File: config.mk
export PLATFORM = sky130hd
export DESIGN_NAME = pwrb_bridge
export DESIGN_NICKNAME = d
export VERILOG_FILES = /design/src/rtl/pwrb_pkg.sv /design/src/rtl/pwrb_regs.sv /design/src/rtl/pwrb_chan.sv /design/src/rtl/pwrb_status.sv /design/src/rtl/pwrb_bridge.sv
export SDC_FILE = /design/constraint.sdc
export NUM_CORES = 1
export LEC_CHECK = 0
export CELL_PAD_IN_SITES_DETAIL_PLACEMENT = 0
export CELL_PAD_IN_SITES_GLOBAL_PLACEMENT = 1
export CORE_ASPECT_RATIO = 1.2
export CORE_MARGIN = 1.5
export CORE_UTILIZATION = 39
export CTS_CLUSTER_DIAMETER = 120
export DETAILED_ROUTE_END_ITERATION = 7
export PLACE_DENSITY = 0.81
export SETUP_SLACK_MARGIN = 0.2
export SYNTH_ARGS = -nofsm -noshare
export SYNTH_HDL_FRONTEND = slang
export SYNTH_SLANG_ARGS = --single-unit
export TNS_END_PERCENT = 5
File: constraint.sdc
create_clock -name clk -period 5.3 [get_ports clk]
set_clock_uncertainty 0.05 [all_clocks]
set_input_delay 0.53 -clock clk [delete_from_list [all_inputs] [get_ports clk]]
set_output_delay 0.53 -clock clk [all_outputs]
set_load 0.02 [all_outputs]
File: src/rtl/pwrb_pkg.sv
package pwrb_pkg;
  // command word layout is fixed by the microcontroller side
  localparam int WORD_W       = 32;
  localparam int FUNC_W       = 6;
  localparam int DEV_W        = 12;
  localparam int CMD_GO_BIT   = 31;
  localparam int CMD_WR_BIT   = 30;
  localparam int CMD_FUNC_LSB = 20;
  localparam int NIB_W        = 4;

  function automatic logic cmd_go(input logic [WORD_W-1:0] w);
    return logic'(w >> CMD_GO_BIT);
  endfunction

  function automatic logic cmd_wr(input logic [WORD_W-1:0] w);
    return logic'(w >> CMD_WR_BIT);
  endfunction

  function automatic logic [FUNC_W-1:0] cmd_func(input logic [WORD_W-1:0] w);
    return FUNC_W'(w >> CMD_FUNC_LSB);
  endfunction

  function automatic logic [DEV_W-1:0] cmd_dev(input logic [WORD_W-1:0] w);
    return DEV_W'(w);
  endfunction

  // status bit positions per request type
  function automatic int done_pos(input int t);
    return t * NIB_W;
  endfunction

  function automatic int err_pos(input int t);
    return t * NIB_W + 1;
  endfunction
endpackage

File: src/rtl/pwrb_regs.sv
module pwrb_regs
  import pwrb_pkg::*;
#(
  parameter int ADDR_W = 3,
  parameter int LVL_W  = 3,
  parameter int NCLUST = 2,
  parameter int TYPE_W = 2
) (
  input  logic                  clk,
  input  logic                  rst_n,
  input  logic                  hb_sel,
  input  logic                  hb_wr,
  input  logic [ADDR_W-1:0]     hb_addr,
  input  logic [WORD_W-1:0]     hb_wdata,
  output logic [WORD_W-1:0]     hb_rdata,
  input  logic                  busy,
  input  logic [NCLUST-1:0]     lvl_commit,
  input  logic [LVL_W-1:0]      commit_lvl,
  input  logic                  rd_capture,
  input  logic [WORD_W-1:0]     rd_value,
  input  logic [WORD_W-1:0]     status_word,
  output logic                  launch_vld,
  output logic [TYPE_W-1:0]     l_kind,
  output logic                  l_wr,
  output logic [FUNC_W-1:0]     l_func,
  output logic [DEV_W-1:0]      l_dev,
  output logic [WORD_W-1:0]     l_data,
  output logic                  drop_evt,
  output logic                  stat_rd,
  output logic [WORD_W-1:0]     rd_hold
);
  // register offsets follow the cluster level registers
  localparam int OFS_CMD  = NCLUST;
  localparam int OFS_WDAT = NCLUST + 1;
  localparam int OFS_RDAT = NCLUST + 2;
  localparam int OFS_STAT = NCLUST + 3;

  logic wr_evt, rd_evt;
  logic cmd_hit, cmd_launch, attempt;
  logic [NCLUST-1:0] perf_hit;
  logic [NCLUST*LVL_W-1:0] lvl_all;
  logic [WORD_W-1:0] cmd_q, wdat_q, rd_q;

  assign wr_evt = hb_sel & hb_wr;
  assign rd_evt = hb_sel & ~hb_wr;

  for (genvar c = 0; c < NCLUST; c++) begin : g_clu
    logic [LVL_W-1:0] lvl_r;
    assign perf_hit[c] = wr_evt && (hb_addr == ADDR_W'(c));
    always_ff @(posedge clk) begin
      if (!rst_n)             lvl_r <= '0;
      else if (lvl_commit[c]) lvl_r <= commit_lvl;
    end
    assign lvl_all[c*LVL_W +: LVL_W] = lvl_r;
  end

  assign cmd_hit    = wr_evt && (hb_addr == ADDR_W'(OFS_CMD));
  assign cmd_launch = cmd_hit && cmd_go(hb_wdata);
  assign attempt    = (|perf_hit) | cmd_launch;
  assign launch_vld = attempt & ~busy;
  assign drop_evt   = attempt & busy;
  assign stat_rd    = rd_evt && (hb_addr == ADDR_W'(OFS_STAT));
  assign rd_hold    = rd_q;

  always_ff @(posedge clk) begin
    if (!rst_n) begin
      cmd_q  <= '0;
      wdat_q <= '0;
      rd_q   <= '0;
    end else begin
      if (cmd_hit && !(cmd_launch && busy)) cmd_q <= hb_wdata;
      if (wr_evt && (hb_addr == ADDR_W'(OFS_WDAT))) wdat_q <= hb_wdata;
      if (rd_capture) rd_q <= rd_value;
    end
  end

  // request fields handed to the channel in the launch cycle
  always_comb begin
    l_kind = TYPE_W'(NCLUST);
    l_wr   = cmd_wr(hb_wdata);
    l_func = cmd_func(hb_wdata);
    l_dev  = cmd_dev(hb_wdata);
    l_data = wdat_q;
    for (int c = 0; c < NCLUST; c++) begin
      if (perf_hit[c]) begin
        l_kind = TYPE_W'(c);
        l_wr   = 1'b1;
        l_func = '0;
        l_dev  = '0;
        l_data = WORD_W'(hb_wdata[LVL_W-1:0]);
      end
    end
  end

  always_comb begin
    hb_rdata = '0;
    for (int c = 0; c < NCLUST; c++) begin
      if (hb_addr == ADDR_W'(c)) hb_rdata = WORD_W'(lvl_all[c*LVL_W +: LVL_W]);
    end
    if (hb_addr == ADDR_W'(OFS_CMD))  hb_rdata = cmd_q;
    if (hb_addr == ADDR_W'(OFS_WDAT)) hb_rdata = wdat_q;
    if (hb_addr == ADDR_W'(OFS_RDAT)) hb_rdata = rd_q;
    if (hb_addr == ADDR_W'(OFS_STAT)) hb_rdata = status_word;
  end
endmodule

File: src/rtl/pwrb_chan.sv
module pwrb_chan
  import pwrb_pkg::*;
#(
  parameter int LVL_W  = 3,
  parameter int NCLUST = 2,
  parameter int TYPE_W = 2
) (
  input  logic                  clk,
  input  logic                  rst_n,
  input  logic                  launch_vld,
  input  logic [TYPE_W-1:0]     l_kind,
  input  logic                  l_wr,
  input  logic [FUNC_W-1:0]     l_func,
  input  logic [DEV_W-1:0]      l_dev,
  input  logic [WORD_W-1:0]     l_data,
  output logic                  mc_valid,
  input  logic                  mc_ready,
  output logic [TYPE_W-1:0]     mc_type,
  output logic                  mc_write,
  output logic [FUNC_W-1:0]     mc_func,
  output logic [DEV_W-1:0]      mc_dev,
  output logic [WORD_W-1:0]     mc_data,
  input  logic                  rs_valid,
  input  logic                  rs_err,
  input  logic [WORD_W-1:0]     rs_data,
  output logic                  busy,
  output logic                  rsp_take,
  output logic                  fin_ok,
  output logic                  fin_err,
  output logic [TYPE_W-1:0]     fin_type,
  output logic                  rd_capture,
  output logic [WORD_W-1:0]     rd_value,
  output logic [NCLUST-1:0]     lvl_commit,
  output logic [LVL_W-1:0]      commit_lvl
);
  typedef enum logic [1:0] {CH_IDLE, CH_SEND, CH_WAIT} ch_state_e;

  ch_state_e          st;
  logic [TYPE_W-1:0]  q_kind;
  logic               q_wr;
  logic [FUNC_W-1:0]  q_func;
  logic [DEV_W-1:0]   q_dev;
  logic [WORD_W-1:0]  q_data;

  always_ff @(posedge clk) begin
    if (!rst_n) begin
      st     <= CH_IDLE;
      q_kind <= '0;
      q_wr   <= 1'b0;
      q_func <= '0;
      q_dev  <= '0;
      q_data <= '0;
    end else begin
      unique case (st)
        CH_IDLE: if (launch_vld) begin
          st     <= CH_SEND;
          q_kind <= l_kind;
          q_wr   <= l_wr;
          q_func <= l_func;
          q_dev  <= l_dev;
          q_data <= l_data;
        end
        CH_SEND: if (mc_ready) st <= CH_WAIT;
        CH_WAIT: if (rs_valid) st <= CH_IDLE;
        default: st <= CH_IDLE;
      endcase
    end
  end

  assign busy     = (st != CH_IDLE);
  assign mc_valid = (st == CH_SEND);
  assign mc_type  = q_kind;
  assign mc_write = q_wr;
  assign mc_func  = q_func;
  assign mc_dev   = q_dev;
  assign mc_data  = q_data;

  assign rsp_take   = (st == CH_WAIT) && rs_valid;
  assign fin_ok     = rsp_take && !rs_err;
  assign fin_err    = rsp_take && rs_err;
  assign fin_type   = q_kind;
  assign rd_capture = fin_ok && (q_kind == TYPE_W'(NCLUST)) && !q_wr;
  assign rd_value   = rs_data;
  assign commit_lvl = q_data[LVL_W-1:0];

  for (genvar c = 0; c < NCLUST; c++) begin : g_commit
    assign lvl_commit[c] = fin_ok && (q_kind == TYPE_W'(c));
  end
endmodule

File: src/rtl/pwrb_status.sv
module pwrb_status
  import pwrb_pkg::*;
#(
  parameter int NTYPES = 3,
  parameter int TYPE_W = 2
) (
  input  logic                  clk,
  input  logic                  rst_n,
  input  logic                  fin_ok,
  input  logic                  fin_err,
  input  logic [TYPE_W-1:0]     fin_type,
  input  logic                  drop_evt,
  input  logic                  stat_rd,
  input  logic                  busy,
  output logic [WORD_W-1:0]     status_word,
  output logic                  irq
);
  localparam int DROP_POS = NTYPES * NIB_W;
  localparam int PEND_POS = DROP_POS + 1;

  logic [NTYPES-1:0] done_v, err_v;
  logic              drop_q;

  // new events win over a clearing read in the same cycle
  for (genvar t = 0; t < NTYPES; t++) begin : g_nib
    logic done_r, err_r;
    always_ff @(posedge clk) begin
      if (!rst_n) begin
        done_r <= 1'b0;
        err_r  <= 1'b0;
      end else begin
        done_r <= (done_r & ~stat_rd) | (fin_ok  && fin_type == TYPE_W'(t));
        err_r  <= (err_r  & ~stat_rd) | (fin_err && fin_type == TYPE_W'(t));
      end
    end
    assign done_v[t] = done_r;
    assign err_v[t]  = err_r;
  end

  always_ff @(posedge clk) begin
    if (!rst_n) drop_q <= 1'b0;
    else        drop_q <= (drop_q & ~stat_rd) | drop_evt;
  end

  always_comb begin
    status_word = '0;
    for (int t = 0; t < NTYPES; t++) begin
      status_word[done_pos(t)] = done_v[t];
      status_word[err_pos(t)]  = err_v[t];
    end
    status_word[DROP_POS] = drop_q;
    status_word[PEND_POS] = busy;
  end

  assign irq = (|done_v) | (|err_v);
endmodule

File: src/rtl/pwrb_bridge.sv
module pwrb_bridge
  import pwrb_pkg::*;
#(
  parameter int ADDR_W = 3,
  parameter int LVL_W  = 3,
  parameter int NCLUST = 2
) (
  input  logic                  clk,
  input  logic                  rst_n,
  input  logic                  hb_sel,
  input  logic                  hb_wr,
  input  logic [ADDR_W-1:0]     hb_addr,
  input  logic [31:0]           hb_wdata,
  output logic [31:0]           hb_rdata,
  output logic                  irq,
  output logic                  mc_valid,
  input  logic                  mc_ready,
  output logic [$clog2(NCLUST+2)-1:0] mc_type,
  output logic                  mc_write,
  output logic [5:0]            mc_func,
  output logic [11:0]           mc_dev,
  output logic [31:0]           mc_data,
  input  logic                  rs_valid,
  input  logic                  rs_err,
  input  logic [31:0]           rs_data
);
  localparam int NTYPES = NCLUST + 1;
  localparam int TYPE_W = $clog2(NTYPES + 1);

  // named internal events, also observed by the checker
  logic                  chan_busy, rsp_take, stat_rd, drop_evt;
  logic                  launch_vld, l_wr, fin_ok, fin_err, rd_capture;
  logic [TYPE_W-1:0]     l_kind, fin_type;
  logic [FUNC_W-1:0]     l_func;
  logic [DEV_W-1:0]      l_dev;
  logic [WORD_W-1:0]     l_data, rd_value, status_word, rd_q;
  logic [NCLUST-1:0]     lvl_commit;
  logic [LVL_W-1:0]      commit_lvl;

  pwrb_regs #(.ADDR_W(ADDR_W), .LVL_W(LVL_W), .NCLUST(NCLUST), .TYPE_W(TYPE_W)) u_regs (
    .clk(clk), .rst_n(rst_n),
    .hb_sel(hb_sel), .hb_wr(hb_wr), .hb_addr(hb_addr), .hb_wdata(hb_wdata),
    .hb_rdata(hb_rdata), .busy(chan_busy),
    .lvl_commit(lvl_commit), .commit_lvl(commit_lvl),
    .rd_capture(rd_capture), .rd_value(rd_value), .status_word(status_word),
    .launch_vld(launch_vld), .l_kind(l_kind), .l_wr(l_wr), .l_func(l_func),
    .l_dev(l_dev), .l_data(l_data), .drop_evt(drop_evt), .stat_rd(stat_rd),
    .rd_hold(rd_q)
  );

  pwrb_chan #(.LVL_W(LVL_W), .NCLUST(NCLUST), .TYPE_W(TYPE_W)) u_chan (
    .clk(clk), .rst_n(rst_n),
    .launch_vld(launch_vld), .l_kind(l_kind), .l_wr(l_wr), .l_func(l_func),
    .l_dev(l_dev), .l_data(l_data),
    .mc_valid(mc_valid), .mc_ready(mc_ready), .mc_type(mc_type),
    .mc_write(mc_write), .mc_func(mc_func), .mc_dev(mc_dev), .mc_data(mc_data),
    .rs_valid(rs_valid), .rs_err(rs_err), .rs_data(rs_data),
    .busy(chan_busy), .rsp_take(rsp_take), .fin_ok(fin_ok), .fin_err(fin_err),
    .fin_type(fin_type), .rd_capture(rd_capture), .rd_value(rd_value),
    .lvl_commit(lvl_commit), .commit_lvl(commit_lvl)
  );

  pwrb_status #(.NTYPES(NTYPES), .TYPE_W(TYPE_W)) u_stat (
    .clk(clk), .rst_n(rst_n),
    .fin_ok(fin_ok), .fin_err(fin_err), .fin_type(fin_type),
    .drop_evt(drop_evt), .stat_rd(stat_rd), .busy(chan_busy),
    .status_word(status_word), .irq(irq)
  );
endmodule

==> results.json <==
{
  "status": "completed",
  "fin_crit_sh": 0.770,
  "relSlewSlack": 0.238,
  "synth_top_family_by_area": "compound AO/OA/AOI/OAI gates",
  "dieArea_um2": 17900,
  "min_path_cells": 2,
  "power_density_nw_per_um2": 291,
  "layout_common_cells": "nand2_1 (165), dfxtp_1 (164), clkdlybuf4s50_1 (158), o21ai_0 (92), nand3_1 (72)",
  "critPathLaunchType": "primary input",
  "met1_length_mm": 8.32,
  "routed_wl_mm": 19.0,
  "end_kind": "primary output",
  "leakage_nw": 3.09,
  "clock_sinks": 164,
  "layout.nets": 958,
  "num_rows": 52,
  "grtUsageTotal": 0.213,
  "drv_slew": 0,
  "wire_per_inst_um": 17.0,
  "clk_pin_slew_ps": 60,
  "antenna_found_initial": 0,
  "portBuffers": 160,
  "synthesis.instances": 761,
  "syn_area_um2": 6650,
  "r2r_end": "u_regs.rd_hold[4]$_SDFFE_PN0P_",
  "syn_area_per_cell_um2": 8.74,
  "max_freq_mhz": 245,
  "start_util": 0.396,
  "drtAntennaViolNets": 0,
  "synth-xor-area-share": 0,
  "grt_pass1_vias": 5682,
  "min_to": "u_regs.cmd_q[1]$_SDFFE_PN0P_",
  "post_cts_resized": 0,
  "fp.dieH_um": 146,
  "synthAdderAreaFrac": 0,
  "fin_setup_tns_ps": 0,
  "synthSimpleGateAreaFrac": 0.192,
  "syn_nets": 835,
  "min_path_type": "reg -> reg",
  "post_route_cells_drive_above_1_share": 0.0614,
  "ys_seq_area_frac": 0.493,
  "design.core.area_um2": 16800,
  "cts_tree": "built",
  "syn2layout_area_growth_pct": 32.5,
  "met3RoutedLength_um": 795,
  "finalHoldViolCount": 0,
  "cp.required_ps": 4720,
  "ys_ff_latch": 164,
  "routabilityCongestion": 0.805,
  "synth_cell_types": 48,
  "hpwlAfterDp_mm": 12.9,
  "drc": 0,
  "ir_drop_v": 0.000193,
  "worstHoldStart": "u_regs.cmd_q[1]$_SDFFE_PN0P_",
  "async_reset_ff_frac": 0,
  "setup-violations-final": 0,
  "clock_latency_ps": 410,
  "grt_start_max_net_pins": 111,
  "firstDrtPassIters": 7,
  "wl_met2_mm": 9.42,
  "rsz0062_at_grt": "false",
  "routed.top_layer": "met4",
  "total_power_mw": 2.57,
  "yosysTopAreaCellShare": 0.493,
  "path_max_fanout": 15,
  "yosys_warnings": 0,
  "critPathKind": "in -> out",
  "final_common_cell": "nand2_1",
  "worstRegToRegCells": 5,
  "htree_levels": 4,
  "cts-root-buf": "clkbuf_16",
  "numCtsBuffers": 17,
  "cts_setup_buffers": 0,
  "synth_top_cell_by_area": "dfxtp_1",
  "maxCapViolations": 0,
  "drt_iter0_markers": 350,
  "synthFlopType": "dfxtp_1",
  "grt_pass1_wl_mm": 29.7,
  "clk_path_buf_depth": 2,
  "fill_cells": 1568,
  "reg2reg_slack_ps": 2740,
  "die_w_um": 122,
  "cts_hold_buf": 0,
  "synth_compound_area_frac": 0.249,
  "muxShareOfSynthArea": 0.00940,
  "ios": 161,
  "tightest_slew_ps": 1140,
  "synth_edf_count": 0,
  "vias": 5925,
  "via_per_inst": 5.33,
  "antenna_cells": 0,
  "synth.area.top_cells": "dfxtp_1 (49%), nand2_1 (9.3%), o21ai_0 (6.9%)",
  "cp_data_arrival_time_ps": 3500,
  "min_period_ps": 4080,
  "r2r_start": "u_chan.st[1]$_SDFFE_PN0P_",
  "grt_overflow": 0
}
==> worst max-delay path by stage <==
stage	start	to	slack [ps]	cells past startpoint
after floorplan	hb_addr[2]	hb_rdata[18]	2720	6
after global placement	hb_addr[1]	hb_rdata[29]	1350	7
after detailed placement	hb_addr[1]	hb_rdata[31]	1260	7
after CTS	hb_addr[1]	hb_rdata[31]	1250	7
after global routing	hb_addr[1]	hb_rdata[29]	1040	7
final	hb_addr[1]	hb_rdata[31]	1220	7
==> per-layer routing <==
metal,track usage,vias to the layer above
li1,-,2946
met1,0.267,2809
met2,0.361,147
met3,0.0406,23
met4,0.0773,0
met5,0,-
==> cell type report <==
cell class / count / area (um2) / area share
Tap cell: 216 / 270 / 0.0307
Timing Repair Buffer: 171 / 1680 / 0.190
Multi-Input combinational cell: 525 / 3030 / 0.343
Clock inverter: 8 / 51.3 / 0.00582
Inverter: 5 / 18.8 / 0.00213
Clock buffer: 23 / 488 / 0.0554
Sequential cell: 164 / 3280 / 0.373
==> metrics by stage <==
stage                     hold slack (ps)  instance area, um2   util  instances  setup WS [ps]
final                                 407                8810  0.525       1112           1220
after global routing                  419                8810  0.525       1112           1040
after CTS                             408                8810  0.525       1112           1250
after detailed placement              394                8270  0.493       1081           1260
after global placement                389                8270  0.493       1081           1350
after floorplan                       375                6650      -        761           2720
==> worst max-delay path, stage by stage <==
cell,delay [ps]
clkdlybuf4s50_1,880
nand2b_1,410
nor2_2,520
buf_4,310
nand2_1,70
o21ai_0,110
clkdlybuf4s50_1,660
==> synth_stat cells (2+ instances only) <==
cell	count
buf_1	6
buf_4	3
a222oi_1	2
a21boi_0	20
buf_2	8
a21oi_1	7
nor2b_1	11
nand2_1	165
a21o_1	2
nand3_1	72
dfxtp_1	164
and2_1	2
a22oi_1	27
nor2_1	16
o21ai_0	92
clkbuf_1	36
a22o_1	48
a221oi_1	8
a31oi_1	2
mux2i_1	4
a211oi_1	4
o21ai_1	4
clkbuf_2	3
inv_1	5
buf_6	11
a21boi_1	14
o211a_1	4
==> flip-flops by register name (all words and copies together), names as in the netlist, 3 cells and up <==
register,cells
u_chan.mc_dev,12
u_stat.g_nib.done_r,3
u_stat.g_nib.err_r,3
u_regs.g_clu.lvl_r,6
u_regs.rd_hold,32
u_regs.cmd_q,32
u_regs.wdat_q,32
u_chan.mc_data,32
u_chan.mc_func,6
==> logic make-up after synthesis <==
group / count (synthesis)
compound gates: 239
buf+inv: 72
simple gates: 281
mux: 5
flops: 164
==> where the power goes <==
group / switching, mW / total, mW / internal, mW
Sequential: 0.00701 / 1.25 / 1.24
Combinational: 0.107 / 0.193 / 0.0860
Clock: 0.479 / 1.12 / 0.644
Total: 0.594 / 2.57 / 1.97
No activity file was read; power rests on OpenSTA's default activity.
